`src/rtl/adcscan_pkg.sv`:
```
package adcscan_pkg;

  typedef enum logic [1:0] {
    ST_IDLE  = 2'd0,
    ST_TRACK = 2'd1,
    ST_CONV  = 2'd2,
    ST_SERVE = 2'd3
  } seq_st_e;

  localparam logic [1:0] SCAN_UPTO = 2'b00;

  // ascending multi-channel scan only for the "up to" code
  function automatic logic is_multi(input logic [1:0] code);
    return code == SCAN_UPTO;
  endfunction

endpackage

```
`src/rtl/scan_chan_step.sv`:
```
module scan_chan_step #(
  parameter int NCH = 12,
  parameter int CW  = 4
) (
  input  logic [CW-1:0] cur,
  input  logic [CW-1:0] sel,
  input  logic          multi,
  input  logic          skip_ref,
  output logic [CW-1:0] nxt,
  output logic          last
);
  localparam int REF_CH = NCH - 1;

  logic [CW:0] cand;

  always_comb begin
    cand = {1'b0, cur} + (CW+1)'(1);
    if (multi && skip_ref && cand == (CW+1)'(REF_CH))
      cand = cand + (CW+1)'(1);
    last = !multi || (cand > {1'b0, sel});
    nxt  = cand[CW-1:0];
  end
endmodule

```
`src/rtl/scan_result_buf.sv`:
```
module scan_result_buf #(
  parameter int DEPTH = 12,
  parameter int AW    = 4,
  parameter int DW    = 8
) (
  input  logic          clk,
  input  logic          we,
  input  logic [AW-1:0] waddr,
  input  logic [DW-1:0] wdata,
  input  logic [AW-1:0] raddr,
  output logic [DW-1:0] rdata
);
  logic [DW-1:0] mem [DEPTH];

  always_ff @(posedge clk) begin
    if (we) mem[waddr] <= wdata;
  end

  assign rdata = mem[raddr];
endmodule

```
`src/rtl/adc_scan_seq.sv`:
```
module adc_scan_seq
  import adcscan_pkg::*;
#(
  parameter int NCH         = 12,
  parameter int DW          = 8,
  parameter int TRK_CYC     = 2,
  parameter int STRETCH_CYC = 380
) (
  input  logic                   clk,
  input  logic                   rst_n,
  input  logic                   addr_rd_evt,
  input  logic [1:0]             cfg_scan,
  input  logic [$clog2(NCH)-1:0] cfg_sel,
  input  logic                   cfg_ref_pin,
  output logic                   conv_req,
  output logic [$clog2(NCH)-1:0] conv_ch,
  input  logic                   conv_ready,
  input  logic [DW-1:0]          conv_data,
  output logic                   scl_hold,
  output logic                   rd_valid,
  output logic [DW-1:0]          rd_byte,
  input  logic                   rd_ack,
  input  logic                   rd_nack,
  input  logic                   bus_end,
  output logic                   sda_rel
);
  localparam int CW     = $clog2(NCH);
  localparam int DEPTH  = (NCH > 8) ? 12 : 8;
  localparam int AW     = $clog2(DEPTH);
  localparam int CNTW   = $clog2(DEPTH + 1);
  localparam int TW     = $clog2(TRK_CYC + 1);
  localparam int SW     = $clog2(STRETCH_CYC + 1);
  localparam int REF_CH = NCH - 1;

  seq_st_e         st;
  logic [TW-1:0]   trk_cnt;
  logic [CW-1:0]   cur_ch, sel_q, sel_c, first_ch, step_nxt;
  logic            multi_q, skip_q, step_last;
  logic [AW-1:0]   wr_idx, rd_ptr;
  logic [CNTW-1:0] n_res;
  logic [SW-1:0]   str_cnt;

  // named internal events
  logic tracking, conv_done, pop_ok, ptr_last;
  assign tracking  = (st == ST_TRACK);
  assign conv_done = (st == ST_CONV) && conv_ready;
  assign pop_ok    = rd_ack && (st == ST_SERVE) && !sda_rel;
  assign ptr_last  = (CNTW'(rd_ptr) + CNTW'(1)) == n_res;

  generate
    if ((1 << CW) == NCH) begin : g_noclamp
      assign sel_c = cfg_sel;
    end else begin : g_clamp
      assign sel_c = (cfg_sel > CW'(REF_CH)) ? CW'(REF_CH) : cfg_sel;
    end
  endgenerate

  assign first_ch = is_multi(cfg_scan) ? '0 : sel_c;

  scan_chan_step #(.NCH(NCH), .CW(CW)) step_i (
    .cur(cur_ch), .sel(sel_q), .multi(multi_q), .skip_ref(skip_q),
    .nxt(step_nxt), .last(step_last)
  );

  scan_result_buf #(.DEPTH(DEPTH), .AW(AW), .DW(DW)) buf_i (
    .clk(clk), .we(conv_done), .waddr(wr_idx), .wdata(conv_data),
    .raddr(rd_ptr), .rdata(rd_byte)
  );

  always_ff @(posedge clk) begin
    if (!rst_n) begin
      st      <= ST_IDLE;
      trk_cnt <= '0;
      cur_ch  <= '0;
      sel_q   <= '0;
      multi_q <= 1'b0;
      skip_q  <= 1'b0;
      wr_idx  <= '0;
      rd_ptr  <= '0;
      n_res   <= '0;
      sda_rel <= 1'b0;
    end else if (addr_rd_evt) begin
      st      <= ST_TRACK;
      trk_cnt <= '0;
      cur_ch  <= first_ch;
      sel_q   <= sel_c;
      multi_q <= is_multi(cfg_scan);
      skip_q  <= cfg_ref_pin;
      wr_idx  <= '0;
      rd_ptr  <= '0;
      sda_rel <= 1'b0;
    end else begin
      case (st)
        ST_TRACK: begin
          if (trk_cnt == TW'(TRK_CYC - 1)) st <= ST_CONV;
          else trk_cnt <= trk_cnt + TW'(1);
        end
        ST_CONV: begin
          if (conv_ready) begin
            if (step_last) begin
              st    <= ST_SERVE;
              n_res <= CNTW'(wr_idx) + CNTW'(1);
            end else begin
              st      <= ST_TRACK;
              trk_cnt <= '0;
              cur_ch  <= step_nxt;
              wr_idx  <= wr_idx + AW'(1);
            end
          end
        end
        ST_SERVE: begin
          if (pop_ok) rd_ptr <= ptr_last ? '0 : rd_ptr + AW'(1);
          if (bus_end) sda_rel <= 1'b0;
          else if (rd_nack) sda_rel <= 1'b1;
        end
        default: ;
      endcase
    end
  end

  // per-channel stretch length, reset at each new channel
  always_ff @(posedge clk) begin
    if (!rst_n || addr_rd_evt || conv_done) str_cnt <= '0;
    else if (scl_hold && str_cnt != SW'(STRETCH_CYC)) str_cnt <= str_cnt + SW'(1);
  end

  assign scl_hold = tracking || (st == ST_CONV);
  assign conv_req = (st == ST_CONV);
  assign conv_ch  = cur_ch;
  assign rd_valid = (st == ST_SERVE);

  AST_REQ_UNDER_HOLD: assert property (@(posedge clk) disable iff (!rst_n)
    conv_req |-> scl_hold);
  AST_TRACK_BEFORE_REQ: assert property (@(posedge clk) disable iff (!rst_n)
    $rose(conv_req) |-> $past(tracking) && $past(tracking, 2));
  AST_HOLD_DROP: assert property (@(posedge clk) disable iff (!rst_n)
    $fell(scl_hold) |-> rd_valid && $past(conv_ready));
  AST_CH_LEGAL: assert property (@(posedge clk) disable iff (!rst_n)
    conv_req |-> (conv_ch <= sel_q) && !(multi_q && skip_q && conv_ch == CW'(REF_CH)));
  AST_WRAP: assert property (@(posedge clk) disable iff (!rst_n)
    pop_ok && ptr_last && !addr_rd_evt |=> rd_ptr == '0);
  AST_NACK_FREEZE: assert property (@(posedge clk) disable iff (!rst_n)
    sda_rel && !addr_rd_evt |=> $stable(rd_ptr));
  AST_NO_RESCAN: assert property (@(posedge clk) disable iff (!rst_n)
    rd_valid && !addr_rd_evt |=> !conv_req);
  AST_STRETCH_BOUND: assert property (@(posedge clk) disable iff (!rst_n)
    scl_hold |-> str_cnt < SW'(STRETCH_CYC));
endmodule

```
`config.mk`:
```
export PLATFORM = sky130hd
export DESIGN_NAME = adc_scan_seq
export DESIGN_NICKNAME = d
export VERILOG_FILES = /design/src/rtl/adcscan_pkg.sv /design/src/rtl/scan_chan_step.sv /design/src/rtl/scan_result_buf.sv /design/src/rtl/adc_scan_seq.sv
export SDC_FILE = /design/constraint.sdc
export NUM_CORES = 1
export LEC_CHECK = 0
export BUFFER_PORTS_ARGS = -buffer_cell sky130_fd_sc_hd__clkbuf_2
export CAP_MARGIN = 15
export CORE_MARGIN = 8
export CORE_UTILIZATION = 25
export CTS_BUF_LIST = sky130_fd_sc_hd__clkbuf_4
export CTS_CLUSTER_SIZE = 30
export DETAILED_ROUTE_END_ITERATION = 7
export SETUP_SLACK_MARGIN = 0.1
export SYNTH_ARGS = -nofsm -noshare
export SYNTH_HDL_FRONTEND = slang
export SYNTH_HIERARCHICAL = 1
export SYNTH_SLANG_ARGS = --single-unit
```
`constraint.sdc`:
```
create_clock -name clk -period 3.8 [get_ports clk]
set_clock_uncertainty 0.05 [all_clocks]
set_input_delay 0.19 -clock clk [delete_from_list [all_inputs] [get_ports clk]]
set_output_delay 0.19 -clock clk [all_outputs]
set_load 0.005 [all_outputs]
```
==> impl_metrics.ini <==
[sta]
setup_violations = 0
fmax_ghz = 0.288
fin_ws_ns = 0.328
worst_pin_slew_ns = 1.02
slew_viol_final = 0
finalCritPeriodShare_pct = 91.4
rsz0062_at_grt = false
slew-limit-headroom_pct = 31.8
hold_viol = 0
finalSetupTns_ns = 0
whs_ns = 0.0745
layout_min_cycle_time_ns = 3.47

[power]
switching_power_uw = 590
worst_ir_drop_vdd_mv = 0.192
p_seq_share_pct = 58.8
switching_share_pct = 23.6
leakage_nw = 2.10
internal-power_mw = 1.90
clkPwrFrac_pct = 36.1
pwr-share-comb_pct = 5.0
power_density_mw_per_mm2 = 399

[die]
ioPinCount = 38
die_x_microns = 162
fp.dieH_microns = 162
initial_core_util_pct = 25.4
core-area_sq_mm = 0.0210
rows = 53
die_area_sq_mm = 0.0262

[cells_and_area]
syn_to_final_growth_pct = 17.4
fin_area_sq_mm = 0.00625
seqCellArea_sq_mm = 0.00342
multiInputGateArea_sq_mm = 0.00177
fillerInstances = 2131
fin_nets = 453
post-route-util_pct = 29.8
final_layout_size_suffix_gt1_share_pct = 21.8

[clock_tree]
cts.clk_slew.worst_paths_ns = 0.12
clockBufferDepth = 2
clk_latency_ns = 0.50
cts_resized = 0
numCtsBuffers = 17
cts_max_level = 4
cts_root_buf = clkbuf_4
cts.sink_count = 123
cts_tree = yes

[logic_synthesis]
synth_area_per_cell_sq_um = 15.0
yosys.area_share.adder_pct = 2.82
yosysTopAreaCell = edfxtp_1
ys_types = 50
synth_xor_area_share_pct = 2.23
async_reset_ff_share_pct = 0
synth-compound-area-share_pct = 6.93
synth_top_cell_area_share_pct = 54.1
synthMuxAreaShare_pct = 11.8
yosys-top-cells-area = edfxtp_1, dfxtp_1, mux4_2, mux2i_1, ha_1
ys_ff_latch = 123
synthTopCellsByCount = edfxtp_1, dfxtp_1, mux2i_1
synth_edf_count = 96
netlist_instances = 356
ys_seq_area_share_pct = 64.3
syn_area_sq_mm = 0.00533
ys_warn_count = 6
synth.most_common_cell = edfxtp_1
synth_top_family_by_area = multiplexers
synth_ff_type = edfxtp_1
synth-simple-area-share_pct = 9.46
synth_fp_nets = 390

[worst_setup_path]
r2r_start = conv_ch[0]$_SDFFE_PN0P_
critPathCapture = conv_ch[3]$_SDFFE_PN0P_
reg2reg_setup_slack_ns = 0.33
crit_type = flip-flop to flip-flop
critPathMaxFanout = 9
startpoint = conv_ch[0]$_SDFFE_PN0P_
cp.required_ns = 4.15
worst_setup_path_start_kind = flip-flop
end_kind = flip-flop
reg2reg_depth = 12
crit_arrival_ns = 3.83
rr_endpoint = conv_ch[3]$_SDFFE_PN0P_

[routing]
antenna_left = 0
dr.pass1.iters = 4
via_per_inst = 4.45
wl_per_cell_microns = 14.8
num_vias = 3146
drc = 0
routed_wl_microns = 10500
drtIter0Drc = 258

[run_status]
status = finished clean

[job]
max_cap_viol_count = 0

[global_route]
grt_usage_pct = 8.32
grt_pass1_vias = 3243
grt_overflow_total = 0
grt_max_degree = 28
antenna_found_initial = 1
grt_pass1_wl_microns = 17200

[placement]
dp_hpwl_microns = 7250
io_buffers = 37
place_congestion = 0.800
dpl_cell_area_sq_mm = 0.00579
dpl_worst_slack_ns = 0.401

[worst_hold_path]
worstHoldStart = rst_n
min_path_type = primary input to flip-flop
## timing repair
item,CTS,global route
hold buffers,18,0
setup buffers,0,0
endpoints found under the hold margin,91,0
## sequential cells by signal, summed over array words and instances, names as in the netlist
register / cells
conv_ch: 4
multi_q: 1
sda_rel: 1
n_res: 4
rd_ptr: 4
wr_idx: 4
buf_i/mem: 96
skip_q: 1
sel_q: 4
trk_cnt: 2
st: 2
## cells in the final DEF (no fill, tap or decap), types with 2 or more instances in the layout
cell type      count
nand3_1            5
nand2b_1           9
ha_1              12
nor2_1            22
o211a_1            5
inv_1             10
o221ai_1           8
clkinv_2           2
clkinv_4           4
nand3_2            2
o21ai_0            5
bufinv_16          2
mux4_1             2
dlygate4sd3_1     18
mux2i_1           25
o311a_1            2
clkinvlp_4         3
edfxtp_1          96
clkbuf_4          17
nand4_1            3
buf_4              4
xnor2_1            6
mux4_2            14
a21oi_1           11
and3b_1            2
dfxtp_1           26
inv_6              2
a22oi_1            8
nor2b_1            8
o22ai_1            4
nand2_1           18
nor3_1             4
xor2_1             5
nand3b_1           6
and2_1             4
clkbuf_2          37
## metal layers
metal | vias to the layer above | GRT usage [%] | part of all wire (%)
li1 | 1505 | - | -
met1 | 1551 | 11.0 | 49
met3 | 10 | 2.99 | 5.7
met2 | 80 | 12.4 | 45
met5 | - | 0 | 0
met4 | 0 | 2.61 | 0.86
## critical path: stages (launching register included)
cell       delay [ns]
dfxtp_1          0.41
ha_1             0.30
nand2b_1         0.19
or4_4            0.44
xor2_1           0.17
ha_1             0.30
nor2b_1          0.14
o2111ai_1        0.19
nand4_1          0.20
and3b_1          0.47
mux2i_1          0.23
o22ai_1          0.10
and2_1           0.18
## cell type report
cell class                      instances  share of cell area (%)
Antenna cell                            1                  0.0400
Clock buffer                           17                    2.04
Clock inverter                         14                    2.38
Inverter                               10                   0.600
Multi-Input combinational cell        208                    28.3
Sequential cell                       123                    54.8
Tap cell                              275                    5.50
Timing Repair Buffer                   59                    6.32
## cell families (layout without fill, tap and decap cells)
logic type | after synthesis | count (layout)
fa+ha+maj | 12 | 12
xor+xnor | 12 | 12
simple gates | 91 | 91
flops | 123 | 123
mux | 42 | 42
buf+inv | 25 | 100
other cells | 0 | 1
compound gates | 51 | 51
## per-stage QoR
stage	cells	total power, mW
finish	707	2.49
global route	707	2.62
CTS	706	2.52
detailed placement	657	1.61
global placement	657	1.60
floorplan	356	1.56
## power groups by stage
stage	combinational (mW)	sequential [mW]	clock, mW
floorplan	0.0664	1.50	0
global placement	0.106	1.50	0
detailed placement	0.112	1.50	0
CTS	0.127	1.47	0.930
global route	0.141	1.47	1.00
finish	0.126	1.47	0.902
## worst min-delay path by stage
stage / end / slack [ns] / depth (start not counted)
final: conv_ch[0]$_SDFFE_PN0P_ / 0.07 / 2
after global routing: n_res[0]$_SDFFE_PN0P_ / 0.05 / 2
after CTS: st[0]$_SDFFE_PN0P_ / 0.03 / 4
after detailed placement: sda_rel$_SDFFE_PP0P_ / 0.33 / 2
after global placement: sda_rel$_SDFFE_PP0P_ / 0.33 / 2
after floorplan: buf_i/mem[0][0]$_DFFE_PP_ / 0.24 / 0
(Power assumes the default switching activity.)
